[src/rtl/adc_rb_pkg.sv]
package adc_rb_pkg;
   // Result formatting choice driven on fmt_twos
   typedef enum logic {
      FMT_STRAIGHT = 1'b0,
      FMT_TWOS     = 1'b1
   } res_fmt_e;

   // Flag bits sitting above the result in a data word
   localparam int FLAG_W = 2;
endpackage

[src/rtl/adc_rb_format.sv]
module adc_rb_format #(
   parameter int RAW_W = 12,
   parameter int RES_W = 16
) (
   input  logic [RAW_W-1:0] raw,
   input  logic             twos,
   output logic [RES_W-1:0] res
);
   import adc_rb_pkg::*;

   localparam int EXT_W = RES_W - RAW_W;

   if (RAW_W < 2) begin : g_bad_raw
      $error("adc_rb_format: RAW_W must be at least 2");
   end
   if (EXT_W < 0) begin : g_bad_res
      $error("adc_rb_format: RES_W must not be below RAW_W");
   end

   logic top_bit;
   assign top_bit = raw[RAW_W-1] ^ (res_fmt_e'(twos) == FMT_TWOS);

   if (EXT_W == 0) begin : g_noext
      assign res = {top_bit, raw[RAW_W-2:0]};
   end else begin : g_ext
      assign res = {{EXT_W{twos & top_bit}}, top_bit, raw[RAW_W-2:0]};
   end
endmodule

[src/rtl/adc_rb_slot.sv]
module adc_rb_slot #(
   parameter int RES_W   = 16,
   parameter bit HAS_DBL = 1'b0,
   localparam int WORD_W = RES_W + adc_rb_pkg::FLAG_W
) (
   input  logic              clk,
   input  logic              rst_n,
   input  logic              wr,
   input  logic [RES_W-1:0]  wdata,
   input  logic              dbl_on,
   input  logic              rd_pri,
   input  logic              rd_scd,
   output logic [WORD_W-1:0] pri_word,
   output logic [WORD_W-1:0] sec_word
);
   logic [RES_W-1:0] p_res;
   logic             p_val, p_ovr;
   logic             wr_p;

   if (HAS_DBL) begin : g_dbl
      logic             ptr;
      logic [RES_W-1:0] s_res;
      logic             s_val, s_ovr;
      logic             wr_s;

      assign wr_p = wr & ~(dbl_on & ptr);
      assign wr_s = wr & dbl_on & ptr;

      always_ff @(posedge clk or negedge rst_n) begin
         if (!rst_n) begin
            ptr <= 1'b0;
         end else if (!dbl_on) begin
            ptr <= 1'b0;
         end else if (wr) begin
            ptr <= ~ptr;
         end
      end

      always_ff @(posedge clk or negedge rst_n) begin
         if (!rst_n) begin
            s_res <= '0;
            s_val <= 1'b0;
            s_ovr <= 1'b0;
         end else if (wr_s) begin
            s_res <= wdata;
            s_val <= 1'b1;
            s_ovr <= rd_scd ? 1'b0 : (s_ovr | s_val);
         end else if (rd_scd) begin
            s_val <= 1'b0;
            s_ovr <= 1'b0;
         end
      end

      assign sec_word = {s_val, s_ovr, s_res};


      ptr_toggle_chk: assert property (@(posedge clk) disable iff (!rst_n)
         (dbl_on && wr) |=> (ptr != $past(ptr)));


      sec_ovr_chk: assert property (@(posedge clk) disable iff (!rst_n)
         s_ovr |-> s_val);
   end else begin : g_single
      assign wr_p     = wr;
      assign sec_word = '0;
   end

   always_ff @(posedge clk or negedge rst_n) begin
      if (!rst_n) begin
         p_res <= '0;
         p_val <= 1'b0;
         p_ovr <= 1'b0;
      end else if (wr_p) begin
         p_res <= wdata;
         p_val <= 1'b1;
         p_ovr <= rd_pri ? 1'b0 : (p_ovr | p_val);
      end else if (rd_pri) begin
         p_val <= 1'b0;
         p_ovr <= 1'b0;
      end
   end

   assign pri_word = {p_val, p_ovr, p_res};


   pri_ovr_needs_val_chk: assert property (@(posedge clk) disable iff (!rst_n)
      p_ovr |-> p_val);


   pri_ovr_set_chk: assert property (@(posedge clk) disable iff (!rst_n)
      (wr_p && p_val && !rd_pri) |=> p_ovr);


   pri_rd_clr_chk: assert property (@(posedge clk) disable iff (!rst_n)
      (rd_pri && !wr_p) |=> (!p_val && !p_ovr && $stable(p_res)));
endmodule

[src/rtl/adc_result_bank.sv]
module adc_result_bank #(
   parameter int NUM_SLOTS = 19,
   parameter int DBL_SLOTS = 4,
   parameter int RAW_W     = 12,
   parameter int RES_W     = 16,
   localparam int SLOT_W   = $clog2(NUM_SLOTS),
   localparam int WORD_W   = RES_W + adc_rb_pkg::FLAG_W
) (
   input  logic                 clk,
   input  logic                 rst_n,
   input  logic                 fmt_twos,
   input  logic [DBL_SLOTS-1:0] dbl_en,
   input  logic [NUM_SLOTS-1:0] dma_en,
   input  logic                 done_i,
   input  logic [SLOT_W-1:0]    done_slot,
   input  logic [RAW_W-1:0]     raw_i,
   input  logic                 rd_en,
   input  logic [SLOT_W-1:0]    rd_slot,
   input  logic                 rd_sec,
   output logic [WORD_W-1:0]    rd_data,
   output logic                 valid_sum,
   output logic                 ovr_sum,
   output logic [NUM_SLOTS-1:0] dma_req
);
   if (NUM_SLOTS < 2) begin : g_bad_slots
      $error("adc_result_bank: NUM_SLOTS must be at least 2");
   end
   if (DBL_SLOTS < 1 || DBL_SLOTS > NUM_SLOTS) begin : g_bad_dbl
      $error("adc_result_bank: DBL_SLOTS must lie in 1..NUM_SLOTS");
   end

   logic [RES_W-1:0]     fmt_res;
   logic [NUM_SLOTS-1:0] wr_vec, rdp_vec, rds_vec;
   logic [NUM_SLOTS-1:0] val_vec, ovr_vec;
   logic [WORD_W-1:0]    pri_w [NUM_SLOTS];
   logic [WORD_W-1:0]    sec_w [NUM_SLOTS];

   adc_rb_format #(.RAW_W(RAW_W), .RES_W(RES_W)) fmt_i (
      .raw  (raw_i),
      .twos (fmt_twos),
      .res  (fmt_res)
   );

   for (genvar i = 0; i < NUM_SLOTS; i++) begin : g_slot
      logic dbl_on_i;
      assign wr_vec[i]  = done_i && (done_slot == SLOT_W'(i));
      assign rdp_vec[i] = rd_en && !rd_sec && (rd_slot == SLOT_W'(i));
      assign rds_vec[i] = rd_en &&  rd_sec && (rd_slot == SLOT_W'(i));

      if (i < DBL_SLOTS) begin : g_dbl_cap
         assign dbl_on_i = dbl_en[i];
      end else begin : g_no_dbl
         assign dbl_on_i = 1'b0;
      end

      adc_rb_slot #(.RES_W(RES_W), .HAS_DBL(i < DBL_SLOTS)) slot_i (
         .clk      (clk),
         .rst_n    (rst_n),
         .wr       (wr_vec[i]),
         .wdata    (fmt_res),
         .dbl_on   (dbl_on_i),
         .rd_pri   (rdp_vec[i]),
         .rd_scd   (rds_vec[i]),
         .pri_word (pri_w[i]),
         .sec_word (sec_w[i])
      );

      assign val_vec[i] = pri_w[i][WORD_W-1] | sec_w[i][WORD_W-1];
      assign ovr_vec[i] = pri_w[i][WORD_W-2] | sec_w[i][WORD_W-2];
   end

   assign valid_sum = |val_vec;
   assign ovr_sum   = |ovr_vec;

   always_comb begin
      rd_data = '0;
      if (int'(rd_slot) < NUM_SLOTS) begin
         rd_data = rd_sec ? sec_w[rd_slot] : pri_w[rd_slot];
      end
   end

   always_ff @(posedge clk or negedge rst_n) begin
      if (!rst_n) begin
         dma_req <= '0;
      end else begin
         dma_req <= wr_vec & dma_en;
      end
   end


   dma_onehot_chk: assert property (@(posedge clk) disable iff (!rst_n)
      $onehot0(dma_req));


   dma_has_data_chk: assert property (@(posedge clk) disable iff (!rst_n)
      (|dma_req) |-> valid_sum);


   ovr_within_valid_chk: assert property (@(posedge clk) disable iff (!rst_n)
      ovr_sum |-> valid_sum);
endmodule

[config.mk]
export PLATFORM = sky130hd
export DESIGN_NAME = adc_result_bank
export DESIGN_NICKNAME = d
export VERILOG_FILES = /design/src/rtl/adc_rb_pkg.sv /design/src/rtl/adc_rb_format.sv /design/src/rtl/adc_rb_slot.sv /design/src/rtl/adc_result_bank.sv
export SDC_FILE = /design/constraint.sdc
export NUM_CORES = 1
export LEC_CHECK = 0
export ABC_AREA = 0
export BUFFER_PORTS_ARGS = -buffer_cell sky130_fd_sc_hd__buf_2
export CAP_MARGIN = 20
export CORE_MARGIN = 4
export CORE_UTILIZATION = 50
export CTS_BUF_LIST = sky130_fd_sc_hd__clkbuf_8
export CTS_CLUSTER_DIAMETER = 50
export CTS_CLUSTER_SIZE = 24
export DETAILED_ROUTE_END_ITERATION = 8
export PLACE_DENSITY = 0.66
export SYNTH_ARGS = -nofsm -noshare
export SYNTH_HDL_FRONTEND = slang
export SYNTH_HIERARCHICAL = 1
export SYNTH_SLANG_ARGS = --single-unit
[constraint.sdc]
create_clock -name clk -period 2.6 [get_ports clk]
set_input_delay 0.26 -clock clk [delete_from_list [all_inputs] [get_ports clk]]
set_output_delay 0.26 -clock clk [all_outputs]
set_load 0.01 [all_outputs]
* Word-level counts from Yosys, hierarchy flattened *
Index checks and enable logic that the tools add are counted.

storage, ports and cells
  flip-flop bits (word level) = 368
  bits of input ports = 51
  output and inout port bits = 39
  word-level logic and storage cells = 355

cells by class
  $lt $le $gt $ge = 2
  equality and inequality tests = 40
  multiplexer cells = 108
  bitwise operators = 59
  reductions and logical operators = 72

operators by type and width
  cell                                                                      number
  18-bit binary-select mux with 5-bit select                                2
  18-bit two-way mux                                                        6
  1-bit two-way mux                                                         100
  5-bit by 4-bit equality test with 1-bit output (second input constant)    16
  2-bit nonzero test                                                        23
  1-bit logical AND                                                         44
  5-bit by 3-bit equality test with 1-bit output (second input constant)    8
  19-bit OR reduction                                                       2
  1-bit OR                                                                  31
  5-bit equality test (second input constant)                               6
  5-bit by 2-bit equality test with 1-bit output (second input constant)    4
  19-bit bitwise AND                                                        1
  1-bit bitwise AND                                                         17
  5-bit by 1-bit equality test with 1-bit output (second input constant)    2
  5-bit zero test                                                           2
  2-bit by 1-bit inequality test with 1-bit output (second input constant)  4
  1-bit NOT                                                                 8
  6-bit >= comparator (second input constant)                               1
  5-bit NOT with 6-bit output                                               1
  5-bit < comparator (second input constant)                                1
  1-bit zero test                                                           1
  1-bit bitwise XOR                                                         1

* Depth between registers and ports, before layout *
  word-level depth = 6
  gate-level depth with buffers = 10
  mapped depth without buffers = 6

* By module *
Netlist, hierarchy kept.

by module, submodules not included
  module                                instances  cells each  area an instance (um^2)  sequential area each (um^2)
  adc_rb_slot at g_slot[10].slot_i ...  15         61          867.1                    450.4
  adc_result_bank                       1          660         7014.2                   475.5
  adc_rb_slot at g_slot[0].slot_i ...   4          88          1477.7                   925.9
  adc_rb_format                         1          18          132.6                    0.0

* Least setup slack after synthesis *
OpenSTA, ideal clock, no wires.

  path type = in2out
  start = input rd_slot[3]
  end = output rd_data[8]
  data arrival time = 1.934 ns
  required time = 2.340 ns
  slack = 0.406 ns
  cell stages on the path = 8
  path buffers = 3
  cell sequence = buf_2 > or3b_1 > clkbuf_1 > nor2_1 > buf_2 > a221o_1 > a31oi_1 > nor4_1

between the ends
  longest elaborated chain between the ends = 6

RTL lines
  what                                                    RTL line               source
  start: declaration                                      adc_result_bank.sv:18  input logic [SLOT_W-1:0] rd_slot,
  5-bit NOT with 6-bit output (implied by the code)       adc_result_bank.sv:78  rd_data = rd_sec ? sec_w[rd_slot] : pri_w[rd_slot];
  18-bit binary-select mux with 5-bit select              adc_result_bank.sv:78
  18-bit two-way mux (implied by the code) (2 in series)  adc_result_bank.sv:78
  18-bit two-way mux                                      adc_result_bank.sv:78
  18-bit two-way mux *                                    adc_result_bank.sv:77  if (int'(rd_slot) < NUM_SLOTS) begin
  end: declaration                                        adc_result_bank.sv:20  output logic [WORD_W-1:0] rd_data,

Mark *: on every way between the ends. The rest lies on a longest branch, timed or not. The select of a mux whose other input is x is not followed.

* Worst setup path in the final report *
  start = register g_slot[12].slot_i.p_res[1]
  end = output rd_data[1]

between the ends
  longest elaborated chain between the ends = 5

RTL lines
  what                                                    RTL line               source
  start: declaration                                      adc_rb_slot.sv:16      logic [RES_W-1:0] p_res;
  start signal: assignment                                adc_rb_slot.sv:74      p_res <= wdata;
  18-bit binary-select mux with 5-bit select              adc_result_bank.sv:78
  18-bit two-way mux (implied by the code) (2 in series)  adc_result_bank.sv:78
  18-bit two-way mux                                      adc_result_bank.sv:78
  18-bit two-way mux                                      adc_result_bank.sv:77

Every way passes these cells. The select of a mux whose other input is x is not followed.

==> results.md <==
- Buffers inserted during clock tree synthesis total 39.
- The die is 236 um tall.
- The worst setup path is of the reg2out kind.
- The max-slew headroom at the worst pin is 0.482.
- The static leakage power is 12.8 nW.
- After layout, the worst setup slack is -0.206 ns.
- The initial antenna violation count came to 0.
- The maximum buffer depth of the clock tree is 3.
- The number of filler instances in the final layout is 4289.
- In the routed design, unresolved DRC markers number 0.
- For this configuration, the core starts out at a cell density of 0.505.
- The first global-routing pass estimated 93.6 mm of wire.
- The area of the core is 0.0514 mm^2.
- For this run, the number of Yosys warnings is 6.
- Prior to clock tree synthesis, the placed netlist has a worst setup slack of -0.0798 ns.
- The floorplan die area is 0.0556 mm^2.
- The slowest stage of the critical path is the mux4_2 cell.
- Dividing the detail-routed wire length by the instance count gives 22.1 um.
- The measured slew at the worst slew-check pin is 0.777 ns.
- The number of global-route vias before repair is 15747.
- The area of all placed cells without fillers is 0.0274 mm^2.
- The combined area of all synthesized cells is 0.0260 mm^2.
- The final number of hold-violating endpoints is 0.
- The clock tree skew after final layout is 0.0268 ns.
- The post-placement cell area is 0.0260 mm^2.
- The number of cell rows is 83.
- For this block, the routed nets add up to 60.4 mm of wire.
- The synthesis-to-finish area growth is 5.43%.
- At the end of routability-driven placement, the weighted congestion stood at 0.909.
- The post-synthesis area per instance is 13.5 um^2.
- Across every metal layer, demand over resource in global routing totals 0.214.
- The flow ran to the end, but the final reports show violations.
- The post-CTS clock slew at the launch and capture registers of the worst setup and hold paths is 0.13 ns.
- The half-perimeter wire length after detailed placement is 40.3 mm.
- STA puts the critical path data arrival time at 2.55 ns.
- Setup repair after global routing could not meet its margin everywhere.
- The highest cell delay on the worst timing path is 0.45 ns.
- The signal on the critical path passes through mux4_2, a22o_1, a221oi_2, buf_4, a211oi_2, o21a_1, buf_2.
- The diode insertion count for antenna repair is 0.
- The clock latency on the worst-skew pair is 0.60 ns.
- The total chip power is 16.3 mW.
- For this design, the sink count on the clock tree is 437.
- The required time of the critical path is 2.34 ns.
- The total global routing overflow is 0.
- The net total in the final layout is 2077.
- Entering global routing, the biggest net connects 93 pins.
- The worst supply voltage drop on vdd is 344 uV.
- The period utilization is 1.08.
- The endpoint type of the worst setup path is an output port.
- Adding up every negative setup slack in the final design gives -1.36 ns.
- The type of the tightest min-delay check is in2reg.
- TritonCTS built the clock tree.
- For this run, the top clock speed supported by timing is 356 MHz.
- The post-route minimum period is 2.81 ns.
- The CTS root buffer is clkbuf_8.
- The number of search-and-repair iterations in the first detailed-routing pass is 5.
- The via count of the routed design is 15060.
- In the final layout, the share of cells above drive strength 1 is 0.444.
- Across the run, the number of max-cap violations was 0.
- STA classifies the critical path startpoint as a flip-flop.
- Along the worst path, the maximum fanout reaches 2.
- The checks that failed: setup timing.
- The number of setup violations in the final report is 12.
- The count of nets left with antenna violations once routing finished came out at 0.
- The count of final max-slew check failures was 0.
- The die span in x is 236 um.
- The number of DRC markers after the initial detailed-route iteration is 1145.
- The H-tree was split into 2 levels.
- The count of buffers added on input and output ports is 89.
- The number of top-level pins is 90.
- The average vias per placed instance is 5.51.
- The power per cell area is 597 mW/mm^2.
- Synthesis produced 1925 cells.
[routing by layer]
layer | GRT usage | wire [um]
met1 | 0.294 | 26100
met3 | 0.0371 | 3460
met4 | 0.0482 | 1260
met2 | 0.359 | 29600
met5 | 0 | 0
[worst max-delay path: cells and delay by family, from the launching register on]
kind	cells	cell delay (ns)
compound gates	4	0.76
buf+inv	2	0.33
flops	1	0.41
mux	1	0.45
[what timing repair did]
| action | 4_1_cts | 5_1_grt |
|---|---|---|
| setup endpoints to repair | 16 | 18 |
| hold buffers | 24 | 0 |
| endpoints found under the hold margin | 92 | 0 |
| gates resized for setup | 30 | 16 |
| pin swaps | 8 | 4 |
| setup buffers | 9 | 6 |
| cloned | 0 | 1 |
[worst paths after layout]
kind / depth (start not counted) / startpoint / slack, ns / endpoint
max in group asynchronous: 3 / rst_n / 1.54 / g_slot[16].slot_i/p_res[6]
setup / recovery: 7 / g_slot[12].slot_i/p_res[1] / -0.21 / rd_data[1]
hold reg to reg: 1 / g_slot[1].slot_i/g_dbl.s_res[3] / 0.51 / g_slot[1].slot_i/g_dbl.s_res[3]
hold / removal: 3 / rd_en / 0.1 / g_slot[16].slot_i/p_ovr
min in group asynchronous: 2 / rst_n / 0.23 / dma_req[6]
setup reg to reg: 2 / g_slot[0].slot_i/g_dbl.ptr / 1.06 / g_slot[0].slot_i/g_dbl.s_res[9]
[per-stage QoR]
stage	util	hold slack, ns	std cells
after floorplan	-	-0.0356	2180
after global placement	0.505	0.297	2624
after detailed placement	0.505	0.314	2624
after CTS	0.529	0.0396	2726
after global routing	0.532	0.0760	2733
final	0.532	0.0983	2733
[sequential cells by signal, indices dropped and copies added (netlist names)]
register / count
dma_req: 19
g_slot.slot_i/p_ovr: 19
g_slot.slot_i/p_val: 19
g_slot.slot_i/g_dbl.s_res: 64
g_slot.slot_i/p_res: 304
g_slot.slot_i/g_dbl.ptr: 4
g_slot.slot_i/g_dbl.s_ovr: 4
g_slot.slot_i/g_dbl.s_val: 4
[power breakdown]
group | switching, mW | total, mW | internal [mW] | leakage (nW)
registers | 0.620 | 8.40 | 7.78 | 5.71
clock network | 2.61 | 4.46 | 1.84 | 0.442
logic | 1.43 | 3.47 | 2.04 | 6.68
[cell type report]
class,count,area (um^2),area share
Multi-Input combinational cell,1270,12600,0.459
Sequential cell,437,10900,0.400
Timing Repair Buffer,248,2050,0.0747
Tap cell,680,851,0.0311
Clock buffer,42,578,0.0211
Clock inverter,27,279,0.0102
Inverter,29,109,0.00398
[cells in the final DEF (no fill, tap or decap), types with 7 or more instances in the layout]
cell type / n
a211oi_2: 7
o22ai_1: 7
mux4_2: 141
nor2_1: 65
buf_2: 84
and2_1: 29
nor4_1: 18
dfrtp_1: 437
o21a_1: 8
conb_1: 270
nand3_1: 9
inv_6: 8
buf_4: 112
a22oi_1: 31
a21o_2: 15
mux2_2: 239
buf_12: 22
a221oi_1: 16
inv_1: 32
mux2i_1: 21
mux2_4: 160
nor2_2: 16
clkbuf_8: 43
dlygate4sd3_1: 24
nand2_1: 27
o21ai_0: 30
a21oi_1: 39
a22o_1: 13
Power figures use the tool's default switching activity.
